`config.mk`:
```
export PLATFORM = sky130hd
export DESIGN_NAME = rowhit_sched
export DESIGN_NICKNAME = d
export VERILOG_FILES = /design/src/rtl/rhs_pkg.sv /design/src/rtl/rhs_age_matrix.sv /design/src/rtl/rhs_pick.sv /design/src/rtl/rowhit_sched.sv
export SDC_FILE = /design/constraint.sdc
export NUM_CORES = 1
export LEC_CHECK = 0
export ABC_AREA = 1
export BUFFER_PORTS_ARGS = -buffer_cell sky130_fd_sc_hd__buf_2
export CAP_MARGIN = 20
export CORE_MARGIN = 2
export CORE_UTILIZATION = 67
export DETAILED_ROUTE_END_ITERATION = 10
export PLACE_DENSITY = 0.81
export SLEW_MARGIN = 20
export SYNTH_ARGS = -nofsm -noshare
export SYNTH_HDL_FRONTEND = slang
export SYNTH_SLANG_ARGS = --single-unit
```
`constraint.sdc`:
```
create_clock -name clk -period 5.7 [get_ports clk]
set_input_delay 1.14 -clock clk [delete_from_list [all_inputs] [get_ports clk]]
set_output_delay 1.14 -clock clk [all_outputs]
set_load 0.1 [all_outputs]
```
`src/rtl/rhs_pkg.sv`:
```
package rhs_pkg;

    // How a served request found the bank; the code values are visible on done_kind.
    typedef enum logic [1:0] {
        KIND_HIT      = 2'd0,
        KIND_OPEN     = 2'd1,
        KIND_CONFLICT = 2'd2
    } rhs_kind_e;

endpackage

```
`src/rtl/rhs_age_matrix.sv`:
```
// Relative age of queue slots: bit [i*DEPTH+j] set means slot i arrived before slot j.
module rhs_age_matrix #(
    parameter int DEPTH  = 8,
    localparam int SLOT_W = $clog2(DEPTH)
) (
    input  logic                     clk,
    input  logic                     rst_n,
    input  logic                     enq_go,
    input  logic [SLOT_W-1:0]        enq_slot,
    input  logic [DEPTH-1:0]         valid_now,
    output logic [DEPTH*DEPTH-1:0]   older
);

    logic [DEPTH*DEPTH-1:0] older_d, older_q;

    always_comb begin
        older_d = older_q;
        if (enq_go) begin
            for (int j = 0; j < DEPTH; j++) begin
                // The newcomer is older than nobody; every live entry is older than it.
                older_d[int'(enq_slot)*DEPTH + j] = 1'b0;
                older_d[j*DEPTH + int'(enq_slot)] = valid_now[j];
            end
        end
    end

    always_ff @(posedge clk) begin
        if (!rst_n) older_q <= '0;
        else        older_q <= older_d;
    end

    assign older = older_q;

endmodule

```
`src/rtl/rhs_pick.sv`:
```
// Two-level choice: open-row hits first, then the oldest entry in the chosen group.
module rhs_pick
    import rhs_pkg::*;
#(
    parameter int DEPTH  = 8,
    parameter int ROW_W  = 8,
    localparam int SLOT_W = $clog2(DEPTH)
) (
    input  logic [DEPTH-1:0]              valid,
    input  logic [DEPTH-1:0][ROW_W-1:0]   rows,
    input  logic                          open_v,
    input  logic [ROW_W-1:0]              open_row,
    input  logic [DEPTH*DEPTH-1:0]        older,
    output logic                          go,
    output logic [SLOT_W-1:0]             slot,
    output logic                          any_hit,
    output rhs_kind_e                     kind
);

    logic [DEPTH-1:0] hitv;
    logic [DEPTH-1:0] cand;
    logic [DEPTH-1:0] blocked;
    logic [DEPTH-1:0] win;

    always_comb begin
        for (int i = 0; i < DEPTH; i++) begin
            hitv[i] = valid[i] && open_v && (rows[i] == open_row);
        end
        any_hit = |hitv;
        cand    = any_hit ? hitv : valid;
        for (int i = 0; i < DEPTH; i++) begin
            blocked[i] = 1'b0;
            for (int j = 0; j < DEPTH; j++) begin
                blocked[i] = blocked[i] | (cand[j] & older[j*DEPTH + i]);
            end
            win[i] = cand[i] & ~blocked[i];
        end
        slot = '0;
        for (int i = 0; i < DEPTH; i++) begin
            if (win[i]) slot = SLOT_W'(i);
        end
        go = |valid;
        if (any_hit)     kind = KIND_HIT;
        else if (open_v) kind = KIND_CONFLICT;
        else             kind = KIND_OPEN;
    end

endmodule

```
`src/rtl/rowhit_sched.sv`:
```
module rowhit_sched
    import rhs_pkg::*;
#(
    parameter int DEPTH   = 8,
    parameter int ROW_W   = 8,
    parameter int COL_W   = 6,
    parameter int TID_W   = 2,
    parameter int TAG_W   = 4,
    parameter int HIT_LAT = 2,
    parameter int ACT_LAT = 3,
    parameter int PRE_LAT = 3
) (
    input  logic              clk,
    input  logic              rst_n,
    input  logic              req_valid,
    output logic              req_ready,
    input  logic              req_write,
    input  logic [ROW_W-1:0]  req_row,
    input  logic [COL_W-1:0]  req_col,
    input  logic [TID_W-1:0]  req_tid,
    input  logic [TAG_W-1:0]  req_tag,
    output logic              done_valid,
    output logic              done_write,
    output logic [ROW_W-1:0]  done_row,
    output logic [COL_W-1:0]  done_col,
    output logic [TID_W-1:0]  done_tid,
    output logic [TAG_W-1:0]  done_tag,
    output logic [1:0]        done_kind
);

    localparam int SLOT_W   = $clog2(DEPTH);
    localparam int MAX_LAT  = HIT_LAT + ACT_LAT + PRE_LAT;
    localparam int CNT_W    = $clog2(MAX_LAT + 1);

    typedef struct packed {
        logic [DEPTH-1:0]              valid;
        logic [DEPTH-1:0][ROW_W-1:0]   row;
        logic [DEPTH-1:0][COL_W-1:0]   col;
        logic [DEPTH-1:0][TID_W-1:0]   tid;
        logic [DEPTH-1:0][TAG_W-1:0]   tag;
        logic [DEPTH-1:0]              wr;
        logic                          open_v;
        logic [ROW_W-1:0]              open_row;
        logic                          busy;
        logic [CNT_W-1:0]              cnt;
        logic [ROW_W-1:0]              cur_row;
        logic [COL_W-1:0]              cur_col;
        logic [TID_W-1:0]              cur_tid;
        logic [TAG_W-1:0]              cur_tag;
        logic                          cur_wr;
        rhs_kind_e                     cur_kind;
        logic                          done;
    } state_t;

    state_t st_d, st_q;

    logic [DEPTH*DEPTH-1:0] older;
    logic                   pick_go;
    logic [SLOT_W-1:0]      pick_slot;
    logic                   any_hit;
    rhs_kind_e              pick_kind;
    logic [SLOT_W-1:0]      enq_slot;
    logic                   enq_go;
    logic                   issue_go;
    logic                   busy_q;

    // Lowest free slot takes the next arrival.
    always_comb begin
        enq_slot = '0;
        for (int i = DEPTH - 1; i >= 0; i--) begin
            if (!st_q.valid[i]) enq_slot = SLOT_W'(i);
        end
    end

    assign req_ready = ~&st_q.valid;
    assign enq_go    = req_valid && req_ready;
    assign issue_go  = !st_q.busy && pick_go;
    assign busy_q    = st_q.busy;

    rhs_age_matrix #(.DEPTH(DEPTH)) u_age (
        .clk       (clk),
        .rst_n     (rst_n),
        .enq_go    (enq_go),
        .enq_slot  (enq_slot),
        .valid_now (st_q.valid),
        .older     (older)
    );

    rhs_pick #(.DEPTH(DEPTH), .ROW_W(ROW_W)) u_pick (
        .valid    (st_q.valid),
        .rows     (st_q.row),
        .open_v   (st_q.open_v),
        .open_row (st_q.open_row),
        .older    (older),
        .go       (pick_go),
        .slot     (pick_slot),
        .any_hit  (any_hit),
        .kind     (pick_kind)
    );

    always_comb begin
        st_d      = st_q;
        st_d.done = 1'b0;
        if (st_q.busy) begin
            if (st_q.cnt == CNT_W'(1)) begin
                st_d.busy = 1'b0;
                st_d.done = 1'b1;
            end else begin
                st_d.cnt = st_q.cnt - CNT_W'(1);
            end
            // Activate phase ends here: the new row is now open in the row buffer.
            if (st_q.cur_kind != KIND_HIT && st_q.cnt == CNT_W'(HIT_LAT + 1)) begin
                st_d.open_v   = 1'b1;
                st_d.open_row = st_q.cur_row;
            end
        end else if (pick_go) begin
            st_d.valid[pick_slot] = 1'b0;
            st_d.busy     = 1'b1;
            st_d.cur_row  = st_q.row[pick_slot];
            st_d.cur_col  = st_q.col[pick_slot];
            st_d.cur_tid  = st_q.tid[pick_slot];
            st_d.cur_tag  = st_q.tag[pick_slot];
            st_d.cur_wr   = st_q.wr[pick_slot];
            st_d.cur_kind = pick_kind;
            unique case (pick_kind)
                KIND_HIT:  st_d.cnt = CNT_W'(HIT_LAT);
                KIND_OPEN: st_d.cnt = CNT_W'(HIT_LAT + ACT_LAT);
                default: begin
                    st_d.cnt    = CNT_W'(MAX_LAT);
                    st_d.open_v = 1'b0;
                end
            endcase
        end
        if (enq_go) begin
            st_d.valid[enq_slot] = 1'b1;
            st_d.row[enq_slot]   = req_row;
            st_d.col[enq_slot]   = req_col;
            st_d.tid[enq_slot]   = req_tid;
            st_d.tag[enq_slot]   = req_tag;
            st_d.wr[enq_slot]    = req_write;
        end
    end

    always_ff @(posedge clk) begin
        if (!rst_n) st_q <= '0;
        else        st_q <= st_d;
    end

    assign done_valid = st_q.done;
    assign done_write = st_q.cur_wr;
    assign done_row   = st_q.cur_row;
    assign done_col   = st_q.cur_col;
    assign done_tid   = st_q.cur_tid;
    assign done_tag   = st_q.cur_tag;
    assign done_kind  = st_q.cur_kind;

endmodule

```
==> metrics.txt <==
status=finished, final reports clean; clk root buf=clkbuf_16; Worst Path Class, Setup=flip-flop to flip-flop; top cell type's share of synthesized area=0.405; worst setup margin=0.825 ns; H-tree depth=1; max-slew violations=0; clk slew on worst S/H paths=~0.060 ns; post-route insts no fill=about 2200; # fillers=around 1600; register area=5410 µm²; Core Rows=51; VDD IR max=between 0.2 and 0.3 mV; worst clock skew=between 0.02 and 0.03 ns; DP HPWL=27600 µm; Die Wd=roughly 150 µm; R2R Path End=st_q[209]$_SDFF_PN0_; Synth Warn #=0; slew margin rel.=0.336; Clk Latency, worst-skew pair=~0.57 ns; DRC viols=0; post-route clock period utilization=0.855; 1st-iter DRT viols=1670; Reg2Reg Setup Slack=about 0.83 ns; worst path arrival time=5.27 ns; Post-CTS Repair Setup Buffers=0; Routed Antenna Nets=0; routed via count=between 10000 and 15000; synth top area cells=dfxtp_1 (40%), nor2_1 (10%), o21ai_0 (9.2%), nand2_1 (9.0%), nand3_1 (6.0%); First-pass DRT Iterations=6; Cells after DPL=2197; first-pass GRT wire length=69600 µm; cell taking the most area after synthesis=dfxtp_1; clk buf depth=3; hold path depth=2; worst slew pin tran=0.997 ns; setup TNS=0 ns; Leakage=6.43 nW; Final Wtd Congestion=0.967; die footprint=21100 µm²; DR vias/cell=6.16; quantity of I/O buffers inserted on ports=48; initial antenna violation count=1; type of origin of the critical path=flip-flop; Initial Utilization=0.684; GRT Util Overall=0.409; final net count=1989; CTS tree=yes; vias in the first global route=12808; post-synthesis to final-layout area growth=8.45%; Post-Syn Instances=1994; worst reg2reg startpoint=st_q[30]$_SDFFE_PN0P_; Post-CTS Resized=0; post-placement setup slack=between 1 and 1.5 ns; sequential share of the synthesized area=0.405; Remaining Overflow, GRT=0; Final Hold Vio Count=0; # setup viols final=0; setup repair after global routing missed its margin=no; # clock sinks=270; shortest period the worst path allows=4.87 ns; core area=19500 µm²; synthesized cell area=13400 µm²; multi-input logic area=6520 µm²; Hold Buf Count CTS=0; final total power=roughly 4.5 mW; Synth Net Count=between 2000 and 2500; Synth cell types=41; Pwr Density=314 nW/µm²; worst hold path class=flip-flop to flip-flop; Die H=between 100 and 150 µm; maxcap violations=0; I/O pins=between 40 and 50; FMAX=205 MHz; crit path max fanout=66; WHS=0.442 ns; Register-to-Register Path Depth=20; mean area per synthesized cell=6.70 µm²; TritonCTS Buffers=28; share of layout cells above drive strength 1=0.0852; endpoint class of the critical path=flip-flop; Required @ worst endpoint=6.10 ns; final wirelength=44500 µm; Synth Register Bits=between 200 and 300; pin count of the biggest net entering global routing=146; Routed WL per cell=19.8 µm
-- cell usage in the layout, fill, tap and decap left out, drive strengths merged, types with 37 or more instances in the layout --
master | Yosys | final
dfxtp | 270 | 270
nor2 | 373 | 373
buf | 63 | 80
nand4 | 75 | 75
a21oi | 141 | 141
clkbuf | 79 | 37
o21ai | 245 | 245
inv | 188 | 188
nand2 | 325 | 325
nand3 | 169 | 169
-- cells in the mapped netlist, drive strengths merged --
cell type  number
a211oi          4
a21oi         141
a221oi          2
a22oi           2
a31oi           4
buf            63
clkbuf         79
clkinv          5
dfxtp         270
ha              3
inv           188
nand2         325
nand3         169
nand3b          5
nand4          75
nor2          373
nor3            8
nor4            4
o2111ai         1
o211a           1
o211ai          3
o21a            1
o21ai         245
o22ai           1
or2             4
xnor2           9
xor2            9
-- through the flow --
step | area [µm²] | util
6_report | 14500 | 0.742
5_1_grt | 14500 | 0.742
4_1_cts | 14500 | 0.742
3_5_place_dp | 13500 | 0.691
3_3_place_gp | 13500 | 0.691
2_1_floorplan | 13400 | -
-- layer usage --
| layer | part of all wire | GRT usage | up-vias |
|---|---|---|---|
| li1 | - | - | 6410 |
| met1 | 0.39 | 0.546 | 6360 |
| met2 | 0.45 | 0.650 | 919 |
| met3 | 0.12 | 0.0792 | 167 |
| met4 | 0.044 | 0.174 | 0 |
| met5 | 0 | 0 | - |
-- worst max-delay path, cell delays in order (launching register included) --
cell      delay [ns]
dfxtp_1         0.53
inv_2           0.20
o211ai_2        0.18
nor2_1          0.09
nand3_1         0.18
nand2_1         0.13
nor2_4          0.48
nand2_2         0.25
nand2_1         0.30
nand2_1         0.12
nor2_1          0.20
nand2_1         0.08
nor2_1          0.12
nand2_2         0.22
nand2_1         0.14
inv_2           0.04
nand2_2         0.06
buf_4           0.64
nand3_2         0.39
o21ai_0         0.26
a21oi_1         0.09
-- power by group --
part	total (mW)	switching (mW)	internal, mW	leakage [nW]
Combinational	0.586	0.453	0.133	3.76
Clock	1.96	0.792	1.16	0.491
Sequential	2.01	0.0556	1.95	2.19
Total	4.55	1.30	3.25	6.43
-- worst max-delay path by stage --
stage	from	to	slack, ns	cells after the start
finish	st_q[30]$_SDFFE_PN0P_	st_q[209]$_SDFF_PN0_	0.83	20
global route	st_q[31]$_SDFFE_PN0P_	done_tag[1]$_SDFFE_PN0P_	0.58	25
CTS	st_q[30]$_SDFFE_PN0P_	st_q[209]$_SDFF_PN0_	1.01	20
detailed placement	st_q[35]$_SDFFE_PN0P_	st_q[209]$_SDFF_PN0_	1.03	22
global placement	st_q[31]$_SDFFE_PN0P_	st_q[209]$_SDFF_PN0_	1.13	22
floorplan	st_q[213]$_SDFF_PN0_	flip-flop	2.90	12
-- layout make-up --
class                      instances  area share
multi-input combinational       1389       0.450
sequential                       270       0.373
clock buffer                      37      0.0548
inverter                         193      0.0501
timing repair buffer              80      0.0351
tap                              265      0.0229
clock inverter                    14      0.0136
antenna                            1    0.000173
-- cells by family after synthesis --
family / Yosys count / share of synthesized area
buffers and inverters: 335 / 0.108
flip-flops: 270 / 0.405
XOR/XNOR: 18 / 0.0118
AO/OA/AOI/OAI: 405 / 0.156
adder cells (fa/ha/maj): 3 / 0.00281
AND/OR/NAND/NOR: 963 / 0.317
Note: power is estimated with default switching activity, not from simulation.
